`config.mk`:
```
export PLATFORM = sky130hd
export DESIGN_NAME = mcap_timer
export DESIGN_NICKNAME = d
export VERILOG_FILES = /design/src/rtl/mcap_pkg.sv /design/src/rtl/mcap_sync_edge.sv /design/src/rtl/mcap_count_core.sv /design/src/rtl/mcap_capture_bank.sv /design/src/rtl/mcap_match_out.sv /design/src/rtl/mcap_timer.sv
export SDC_FILE = /design/constraint.sdc
export NUM_CORES = 1
export LEC_CHECK = 0
export ABC_AREA = 1
export BUFFER_PORTS_ARGS = -buffer_cell sky130_fd_sc_hd__buf_2
export CORE_MARGIN = 1
export CORE_UTILIZATION = 62
export CTS_CLUSTER_SIZE = 40
export DETAILED_ROUTE_END_ITERATION = 10
export GPL_ROUTABILITY_DRIVEN = 0
export HOLD_SLACK_MARGIN = 0.15
export PLACE_DENSITY = 0.77
export SLEW_MARGIN = 15
export SYNTH_ARGS = -nofsm -noshare
export SYNTH_HDL_FRONTEND = slang
export SYNTH_SLANG_ARGS = --single-unit
export TNS_END_PERCENT = 30
```
`constraint.sdc`:
```
create_clock -name clk -period 2.59 [get_ports clk]
set_input_delay 0.3885 -clock clk [delete_from_list [all_inputs] [get_ports clk]]
set_output_delay 0.3885 -clock clk [all_outputs]
set_load 0.005 [all_outputs]
```
`src/rtl/mcap_pkg.sv`:
```
package mcap_pkg;

  localparam int A_CTRL       = 0;
  localparam int A_MODE       = 1;
  localparam int A_PRESCALE   = 2;
  localparam int A_COUNT      = 3;
  localparam int A_PRECOUNT   = 4;
  localparam int A_MATCH_CTRL = 5;
  localparam int A_CAP_CTRL   = 6;
  localparam int A_OUT_CTRL   = 7;
  localparam int A_FLAGS      = 8;
  localparam int A_MATCH_BASE = 16;
  localparam int A_CAP_BASE   = 24;

  typedef enum logic [1:0] {
    CM_BUS  = 2'd0,
    CM_RISE = 2'd1,
    CM_FALL = 2'd2,
    CM_BOTH = 2'd3
  } cnt_mode_e;

  typedef enum logic [1:0] {
    OA_KEEP = 2'd0,
    OA_LOW  = 2'd1,
    OA_HIGH = 2'd2,
    OA_FLIP = 2'd3
  } out_act_e;

  function automatic logic next_level(input logic cur, input logic [1:0] act);
    case (out_act_e'(act))
      OA_LOW:  return 1'b0;
      OA_HIGH: return 1'b1;
      OA_FLIP: return ~cur;
      default: return cur;
    endcase
  endfunction

endpackage

```
`src/rtl/mcap_sync_edge.sv`:
```
module mcap_sync_edge #(
  parameter int N = 4
) (
  input  logic         clk,
  input  logic         rst,
  input  logic [N-1:0] din,
  output logic [N-1:0] rise,
  output logic [N-1:0] fall
);
  logic [N-1:0] s1_q, s2_q, prev_q;

  always_ff @(posedge clk) begin
    if (rst) begin
      s1_q   <= '0;
      s2_q   <= '0;
      prev_q <= '0;
    end else begin
      s1_q   <= din;
      s2_q   <= s1_q;
      prev_q <= s2_q;
    end
  end

  assign rise = s2_q & ~prev_q;
  assign fall = ~s2_q & prev_q;
endmodule

```
`src/rtl/mcap_count_core.sv`:
```
module mcap_count_core
  import mcap_pkg::*;
#(
  parameter int CNT_W   = 32,
  parameter int N_MATCH = 4,
  parameter int N_CAP   = 4,
  parameter int SEL_W   = 2
) (
  input  logic                           clk,
  input  logic                           rst,
  input  logic                           run,
  input  logic                           clr,
  input  logic [1:0]                     mode,
  input  logic [SEL_W-1:0]               sel,
  input  logic [N_CAP-1:0]               rise,
  input  logic [N_CAP-1:0]               fall,
  input  logic [CNT_W-1:0]               prescale,
  input  logic [N_MATCH-1:0][CNT_W-1:0]  match_val,
  input  logic [N_MATCH-1:0]             rst_en,
  input  logic [N_MATCH-1:0]             stop_en,
  output logic [CNT_W-1:0]               tc,
  output logic [CNT_W-1:0]               pc,
  output logic [N_MATCH-1:0]             hit,
  output logic                           rst_req,
  output logic                           stop_req
);
  logic ev, active, tick;

  // Count event source selection
  always_comb begin
    case (cnt_mode_e'(mode))
      CM_BUS:  ev = 1'b1;
      CM_RISE: ev = rise[sel];
      CM_FALL: ev = fall[sel];
      default: ev = rise[sel] | fall[sel];
    endcase
  end

  assign active = run & ~clr & ev;
  assign tick   = active & (pc >= prescale);

  // Compare happens only on the tick that would advance the counter
  for (genvar i = 0; i < N_MATCH; i++) begin : g_cmp
    assign hit[i] = tick & (tc == match_val[i]);
  end

  assign rst_req  = |(hit & rst_en);
  assign stop_req = |(hit & stop_en);

  always_ff @(posedge clk) begin
    if (rst || clr) begin
      tc <= '0;
      pc <= '0;
    end else if (active) begin
      if (tick) begin
        pc <= '0;
        if (rst_req)       tc <= '0;
        else if (!stop_req) tc <= tc + CNT_W'(1);
      end else begin
        pc <= pc + CNT_W'(1);
      end
    end
  end
endmodule

```
`src/rtl/mcap_capture_bank.sv`:
```
module mcap_capture_bank #(
  parameter int CNT_W = 32,
  parameter int N_CAP = 4
) (
  input  logic                         clk,
  input  logic                         rst,
  input  logic [N_CAP-1:0]             rise,
  input  logic [N_CAP-1:0]             fall,
  input  logic [N_CAP-1:0][1:0]        edge_sel,
  input  logic [CNT_W-1:0]             tc,
  output logic [N_CAP-1:0][CNT_W-1:0]  cap_val,
  output logic [N_CAP-1:0]             cap_hit
);
  for (genvar i = 0; i < N_CAP; i++) begin : g_ch
    logic [CNT_W-1:0] val_q;

    assign cap_hit[i] = (edge_sel[i][0] & rise[i]) | (edge_sel[i][1] & fall[i]);

    always_ff @(posedge clk) begin
      if (rst)             val_q <= '0;
      else if (cap_hit[i]) val_q <= tc;
    end

    assign cap_val[i] = val_q;
  end
endmodule

```
`src/rtl/mcap_match_out.sv`:
```
module mcap_match_out
  import mcap_pkg::*;
#(
  parameter int N_MATCH = 4
) (
  input  logic                      clk,
  input  logic                      rst,
  input  logic                      load,
  input  logic [N_MATCH-1:0]        load_lvl,
  input  logic [N_MATCH-1:0][1:0]   act,
  input  logic [N_MATCH-1:0]        hit,
  output logic [N_MATCH-1:0]        lvl
);
  for (genvar i = 0; i < N_MATCH; i++) begin : g_out
    logic lvl_q, base;

    // A level write in the same cycle as a match is the value the action works on
    assign base = load ? load_lvl[i] : lvl_q;

    always_ff @(posedge clk) begin
      if (rst)         lvl_q <= 1'b0;
      else if (hit[i]) lvl_q <= next_level(base, act[i]);
      else             lvl_q <= base;
    end

    assign lvl[i] = lvl_q;
  end
endmodule

```
`src/rtl/mcap_timer.sv`:
```
module mcap_timer
  import mcap_pkg::*;
#(
  parameter int CNT_W   = 32,
  parameter int N_MATCH = 4,
  parameter int N_CAP   = 4,
  parameter int ADDR_W  = 5
) (
  input  logic                clk,
  input  logic                rst,
  input  logic                bus_we,
  input  logic [ADDR_W-1:0]   bus_addr,
  input  logic [CNT_W-1:0]    bus_wdata,
  output logic [CNT_W-1:0]    bus_rdata,
  input  logic [N_CAP-1:0]    cap_in,
  output logic [N_MATCH-1:0]  match_out,
  output logic                irq
);
  localparam int SEL_W    = (N_CAP > 1) ? $clog2(N_CAP) : 1;
  localparam int NF       = N_MATCH + N_CAP;
  localparam int OACT_LSB = N_MATCH;

  // Write decode
  logic wr_ctrl, wr_mode, wr_pre, wr_mctrl, wr_cctrl, wr_oct, wr_flags;
  assign wr_ctrl  = bus_we && (bus_addr == ADDR_W'(A_CTRL));
  assign wr_mode  = bus_we && (bus_addr == ADDR_W'(A_MODE));
  assign wr_pre   = bus_we && (bus_addr == ADDR_W'(A_PRESCALE));
  assign wr_mctrl = bus_we && (bus_addr == ADDR_W'(A_MATCH_CTRL));
  assign wr_cctrl = bus_we && (bus_addr == ADDR_W'(A_CAP_CTRL));
  assign wr_oct   = bus_we && (bus_addr == ADDR_W'(A_OUT_CTRL));
  assign wr_flags = bus_we && (bus_addr == ADDR_W'(A_FLAGS));

  // Configuration state
  logic                          run_q, clr_q;
  logic [1:0]                    mode_q;
  logic [SEL_W-1:0]              sel_q;
  logic [CNT_W-1:0]              pre_q;
  logic [N_MATCH-1:0][CNT_W-1:0] mval_q;
  logic [N_MATCH-1:0]            m_irq_q, m_rst_q, m_stop_q;
  logic [N_MATCH-1:0][1:0]       m_act_q;
  logic [N_CAP-1:0][1:0]         c_edge_q;
  logic [N_CAP-1:0]              c_irq_q;
  logic [NF-1:0]                 flags_q;
  logic                          irq_q;
  logic [CNT_W-1:0]              rdata_q;

  // Datapath nets
  logic [CNT_W-1:0]              tc, pc;
  logic [N_MATCH-1:0]            hit;
  logic                          rst_req, stop_req, clr_cmd;
  logic [N_CAP-1:0]              rise, fall, cap_hit;
  logic [N_CAP-1:0][CNT_W-1:0]   cap_val;
  logic [N_MATCH-1:0]            lvl;

  // Clear acts on the edge that writes it and for as long as it is held
  assign clr_cmd = clr_q | (wr_ctrl & bus_wdata[1]);

  mcap_sync_edge #(.N(N_CAP)) u_sync (
    .clk  (clk),
    .rst  (rst),
    .din  (cap_in),
    .rise (rise),
    .fall (fall)
  );

  mcap_count_core #(
    .CNT_W(CNT_W), .N_MATCH(N_MATCH), .N_CAP(N_CAP), .SEL_W(SEL_W)
  ) u_core (
    .clk       (clk),
    .rst       (rst),
    .run       (run_q),
    .clr       (clr_cmd),
    .mode      (mode_q),
    .sel       (sel_q),
    .rise      (rise),
    .fall      (fall),
    .prescale  (pre_q),
    .match_val (mval_q),
    .rst_en    (m_rst_q),
    .stop_en   (m_stop_q),
    .tc        (tc),
    .pc        (pc),
    .hit       (hit),
    .rst_req   (rst_req),
    .stop_req  (stop_req)
  );

  mcap_capture_bank #(.CNT_W(CNT_W), .N_CAP(N_CAP)) u_cap (
    .clk      (clk),
    .rst      (rst),
    .rise     (rise),
    .fall     (fall),
    .edge_sel (c_edge_q),
    .tc       (tc),
    .cap_val  (cap_val),
    .cap_hit  (cap_hit)
  );

  mcap_match_out #(.N_MATCH(N_MATCH)) u_mout (
    .clk      (clk),
    .rst      (rst),
    .load     (wr_oct),
    .load_lvl (bus_wdata[N_MATCH-1:0]),
    .act      (m_act_q),
    .hit      (hit),
    .lvl      (lvl)
  );

  // Next enables and flags, so that irq is registered in step with the flags
  logic [N_MATCH-1:0] m_irq_d;
  logic [N_CAP-1:0]   c_irq_d;
  logic [NF-1:0]      irq_en_d, irq_en_q, clr_mask, flags_d;

  always_comb begin
    m_irq_d = m_irq_q;
    c_irq_d = c_irq_q;
    if (wr_mctrl)
      for (int i = 0; i < N_MATCH; i++) m_irq_d[i] = bus_wdata[3*i];
    if (wr_cctrl)
      for (int i = 0; i < N_CAP; i++) c_irq_d[i] = bus_wdata[3*i+2];
  end

  assign irq_en_d = {c_irq_d, m_irq_d};
  assign irq_en_q = {c_irq_q, m_irq_q};
  assign clr_mask = wr_flags ? bus_wdata[NF-1:0] : '0;
  assign flags_d  = (flags_q & ~clr_mask) | {cap_hit, hit};

  always_ff @(posedge clk) begin
    if (rst) begin
      run_q    <= 1'b0;
      clr_q    <= 1'b0;
      mode_q   <= 2'd0;
      sel_q    <= '0;
      pre_q    <= '0;
      mval_q   <= '0;
      m_irq_q  <= '0;
      m_rst_q  <= '0;
      m_stop_q <= '0;
      m_act_q  <= '0;
      c_edge_q <= '0;
      c_irq_q  <= '0;
      flags_q  <= '0;
      irq_q    <= 1'b0;
    end else begin
      if (stop_req)     run_q <= 1'b0;
      else if (wr_ctrl) run_q <= bus_wdata[0];
      if (wr_ctrl) clr_q <= bus_wdata[1];
      if (wr_mode) begin
        mode_q <= bus_wdata[1:0];
        sel_q  <= bus_wdata[2 +: SEL_W];
      end
      if (wr_pre) pre_q <= bus_wdata;
      for (int i = 0; i < N_MATCH; i++)
        if (bus_we && (bus_addr == ADDR_W'(A_MATCH_BASE + i))) mval_q[i] <= bus_wdata;
      if (wr_mctrl)
        for (int i = 0; i < N_MATCH; i++) begin
          m_rst_q[i]  <= bus_wdata[3*i+1];
          m_stop_q[i] <= bus_wdata[3*i+2];
        end
      if (wr_cctrl)
        for (int i = 0; i < N_CAP; i++) c_edge_q[i] <= bus_wdata[3*i +: 2];
      if (wr_oct)
        for (int i = 0; i < N_MATCH; i++) m_act_q[i] <= bus_wdata[OACT_LSB + 2*i +: 2];
      m_irq_q <= m_irq_d;
      c_irq_q <= c_irq_d;
      flags_q <= flags_d;
      irq_q   <= |(flags_d & irq_en_d);
    end
  end

  // Read path
  logic [CNT_W-1:0] rd_mux;

  always_comb begin
    rd_mux = '0;
    case (bus_addr)
      ADDR_W'(A_CTRL):     rd_mux[1:0] = {clr_q, run_q};
      ADDR_W'(A_MODE): begin
        rd_mux[1:0]        = mode_q;
        rd_mux[2 +: SEL_W] = sel_q;
      end
      ADDR_W'(A_PRESCALE): rd_mux = pre_q;
      ADDR_W'(A_COUNT):    rd_mux = tc;
      ADDR_W'(A_PRECOUNT): rd_mux = pc;
      ADDR_W'(A_MATCH_CTRL):
        for (int i = 0; i < N_MATCH; i++)
          rd_mux[3*i +: 3] = {m_stop_q[i], m_rst_q[i], m_irq_q[i]};
      ADDR_W'(A_CAP_CTRL):
        for (int i = 0; i < N_CAP; i++)
          rd_mux[3*i +: 3] = {c_irq_q[i], c_edge_q[i]};
      ADDR_W'(A_OUT_CTRL): begin
        rd_mux[N_MATCH-1:0] = lvl;
        for (int i = 0; i < N_MATCH; i++) rd_mux[OACT_LSB + 2*i +: 2] = m_act_q[i];
      end
      ADDR_W'(A_FLAGS):    rd_mux[NF-1:0] = flags_q;
      default: ;
    endcase
    for (int i = 0; i < N_MATCH; i++)
      if (bus_addr == ADDR_W'(A_MATCH_BASE + i)) rd_mux = mval_q[i];
    for (int i = 0; i < N_CAP; i++)
      if (bus_addr == ADDR_W'(A_CAP_BASE + i)) rd_mux = cap_val[i];
  end

  always_ff @(posedge clk) begin
    if (rst) rdata_q <= '0;
    else     rdata_q <= rd_mux;
  end

  assign bus_rdata = rdata_q;
  assign match_out = lvl;
  assign irq       = irq_q;
endmodule

```
==> qor.txt <==
DRT Wirelength: 75400 µm
Top-Level Pins: 81
TritonCTS clock tree: yes
Post-Syn Instances: 3093
Clock buffer depth: 3
Area Overhead vs Synth: 16.6%
Layout Skew: 0.0194 ns
Port Buffer Count: 80
Fin cells: 3687
WL/cell: 20.4 µm
Hold Slack: 0.174 ns
Outcome: finished, violations left
Largest net degree at the start of global routing: 76
Die Y: 190 µm
CTS Buf Count: 46
Startpoint Class: flip-flop
Initial DRC count: 3259
Mapped Area: 22000 µm²
Worst Tran Pin Value: 0.846 ns
Number of enable flip-flop cells after synthesis: 0
Post-Syn Nets: 3171
Max-slew violations: 0
Share of post-route cells with drive strength above 1: 0.121
First-pass GRT wire length: 115000 µm
Yosys warning count: 0
Rel. slew slack: 0.436
CP Data Required Time: 3.11 ns
Register area share after synthesis: 0.407
Maximum VDD drop: 0.542 mV
Nets@finish: 3273
Syn_area_per_cell: 7.12 µm²
Failing checks: negative setup slack
Total Power: 0.0149 W
DRC: 0
Worst setup path class: flip-flop to flip-flop
Worst setup EP type: flip-flop
Final WS setup: -0.00304 ns
Final hold vios: 0
GRT Residual Overflow: 0
Die Area: 36300 µm²
H-tree depth: 2
Top FF cell, synth: dfxtp_1
GRT Util Overall: 0.405
Die X: 190 µm
Most frequent cells in the layout: nand2_1 (485), dfxtp_1 (427), a21oi_1 (413)
Setup violations, final: 1
Fill count: 2679
CP max FO: 16
ANT nets after route: 0
Root Driver: clkbuf_16
Commonest non-fill, non-tap cell in the layout: nand2_1
Reg2Reg Setup Slack: -0.003 ns
Post-layout util: 0.739
Class of the worst hold path: input port to flip-flop
Multi-input logic area: 11300 µm²
Leak pwr: 10.3 nW
Skew-Pair Late Insertion Delay: 0.60 ns
Crit share post-route: 1.00
Worst Path Arrival: 3.11 ns
Flops & latches, synth: 447
Period minus WS final: 2.59 ns
Row cnt: 68
DR vias: 23100
Initial core utilization: 0.634
Detailed Routing Iterations Pass 1: 8
Via density: 6.27
Dpl hpwl: 52200 µm
Max-capacitance violation count: 0
Register area: 8970 µm²
Pwr per Cell Area: 579 nW/µm²
Synth unique cells: 39
Peak Freq: 386 MHz
Share of flip-flops with an asynchronous set or reset: 0
Vias in the first global route: 21000
Clock transition at the registers of the reported paths: 0.06 ns
Core footprint: 34700 µm²
Clk sinks: 447
Initial antenna violation count: 2
Placed cell count: 3566
==> cell families after synthesis <==
| kind of cell | share of synthesized area |
|---|---|
| XOR/XNOR | 0.0653 |
| AO/OA/AOI/OAI | 0.199 |
| AND/OR/NAND/NOR | 0.220 |
| buffers and inverters | 0.0896 |
| adder cells (fa/ha/maj) | 0.0193 |
| flip-flops | 0.407 |
==> critical path: stages, from the launching register on <==
cell and delay, ns:
dfxtp_1 0.62, xnor2_1 0.18, nand4_1 0.10, nor2_1 0.16
nand2_1 0.14, nor2_2 0.30, nand4_1 0.17, nand2_2 0.13
nor2_4 0.05, buf_12 0.14, nand2_8 0.10, clkbuf_16 0.18
nand3_1 0.07, a21oi_1 0.16
==> worst paths after layout <==
path	cells after the start	from	end
setup / recovery	13	u_core.tc[26]	u_core.tc[18]
hold reg to reg	2	u_sync.s1_q[3]	u_sync.s2_q[3]
setup reg to reg	13	u_core.tc[26]	u_core.tc[18]
hold / removal	3	bus_we	c_edge_q[4]
==> metrics by stage <==
| step | area, µm² | setup slack (ns) | setup TNS (ns) |
|---|---|---|---|
| 6_report | 25700 | -0.00304 | -0.00304 |
| 5_1_grt | 25700 | -0.0777 | -1.80 |
| 4_1_cts | 25300 | 0.0114 | 0 |
| 3_5_place_dp | 23400 | -0.153 | -4.38 |
| 3_3_place_gp | 23400 | -0.0298 | -0.714 |
| 2_1_floorplan | 22000 | 0.398 | 0 |
==> power by group <==
part           switching, W  internal [W]  total (W)
logic              0.000548      0.000236   0.000784
registers         0.0000373       0.00693    0.00697
clock network       0.00289       0.00422    0.00711
total               0.00348        0.0114     0.0149
==> area by class of cell <==
class,count,share of cell area
multi-input combinational,2149,0.439
sequential,447,0.350
timing repair buffer,262,0.0831
clock buffer,64,0.0522
inverter,289,0.0428
tap,455,0.0222
clock inverter,18,0.0106
antenna,3,0.000293
==> registers in the layout, indices dropped and copies added, names as in the netlist, 8 cells and up <==
name / count
pre_q: 32
u_core.tc: 32
bus_rdata: 32
m_act_q: 8
flags_q: 8
mval_q: 128
u_core.pc: 32
u_cap.g_ch.val_q: 128
c_edge_q: 8
==> routing by layer <==
metal / part of all wire / GRT usage / up-vias
met5: 0.00016 / 0 / -
met4: 0.044 / 0.167 / 2
met3: 0.14 / 0.0996 / 287
met2: 0.42 / 0.601 / 1657
met1: 0.39 / 0.558 / 10600
li1: - / - / 10500
==> cell usage after synthesis, types with 34 or more instances <==
cell type,n,area share
xor2_1,54,0.021
a21oi_1,416,0.095
clkbuf_1,145,0.025
nor3_1,42,0.0095
nand3_1,125,0.028
xnor2_1,110,0.044
inv_1,273,0.047
buf_2,41,0.0093
ha_1,34,0.019
o21ai_0,332,0.075
dfxtp_1,447,0.41
nand2_1,492,0.084
nand4_1,121,0.034
nor2_1,296,0.050
==> timing repair <==
| action | CTS | global route |
|---|---|---|
| hold buffers | 26 | 0 |
| endpoints found under the hold margin | 45 | 0 |
| setup buffers | 0 | 3 |
| resized for setup | 6 | 53 |
| cloned | 1 | 6 |
| endpoints found under the setup margin | 36 | 43 |
| pin swaps | 1 | 18 |
Power figures use the tool's default switching activity.
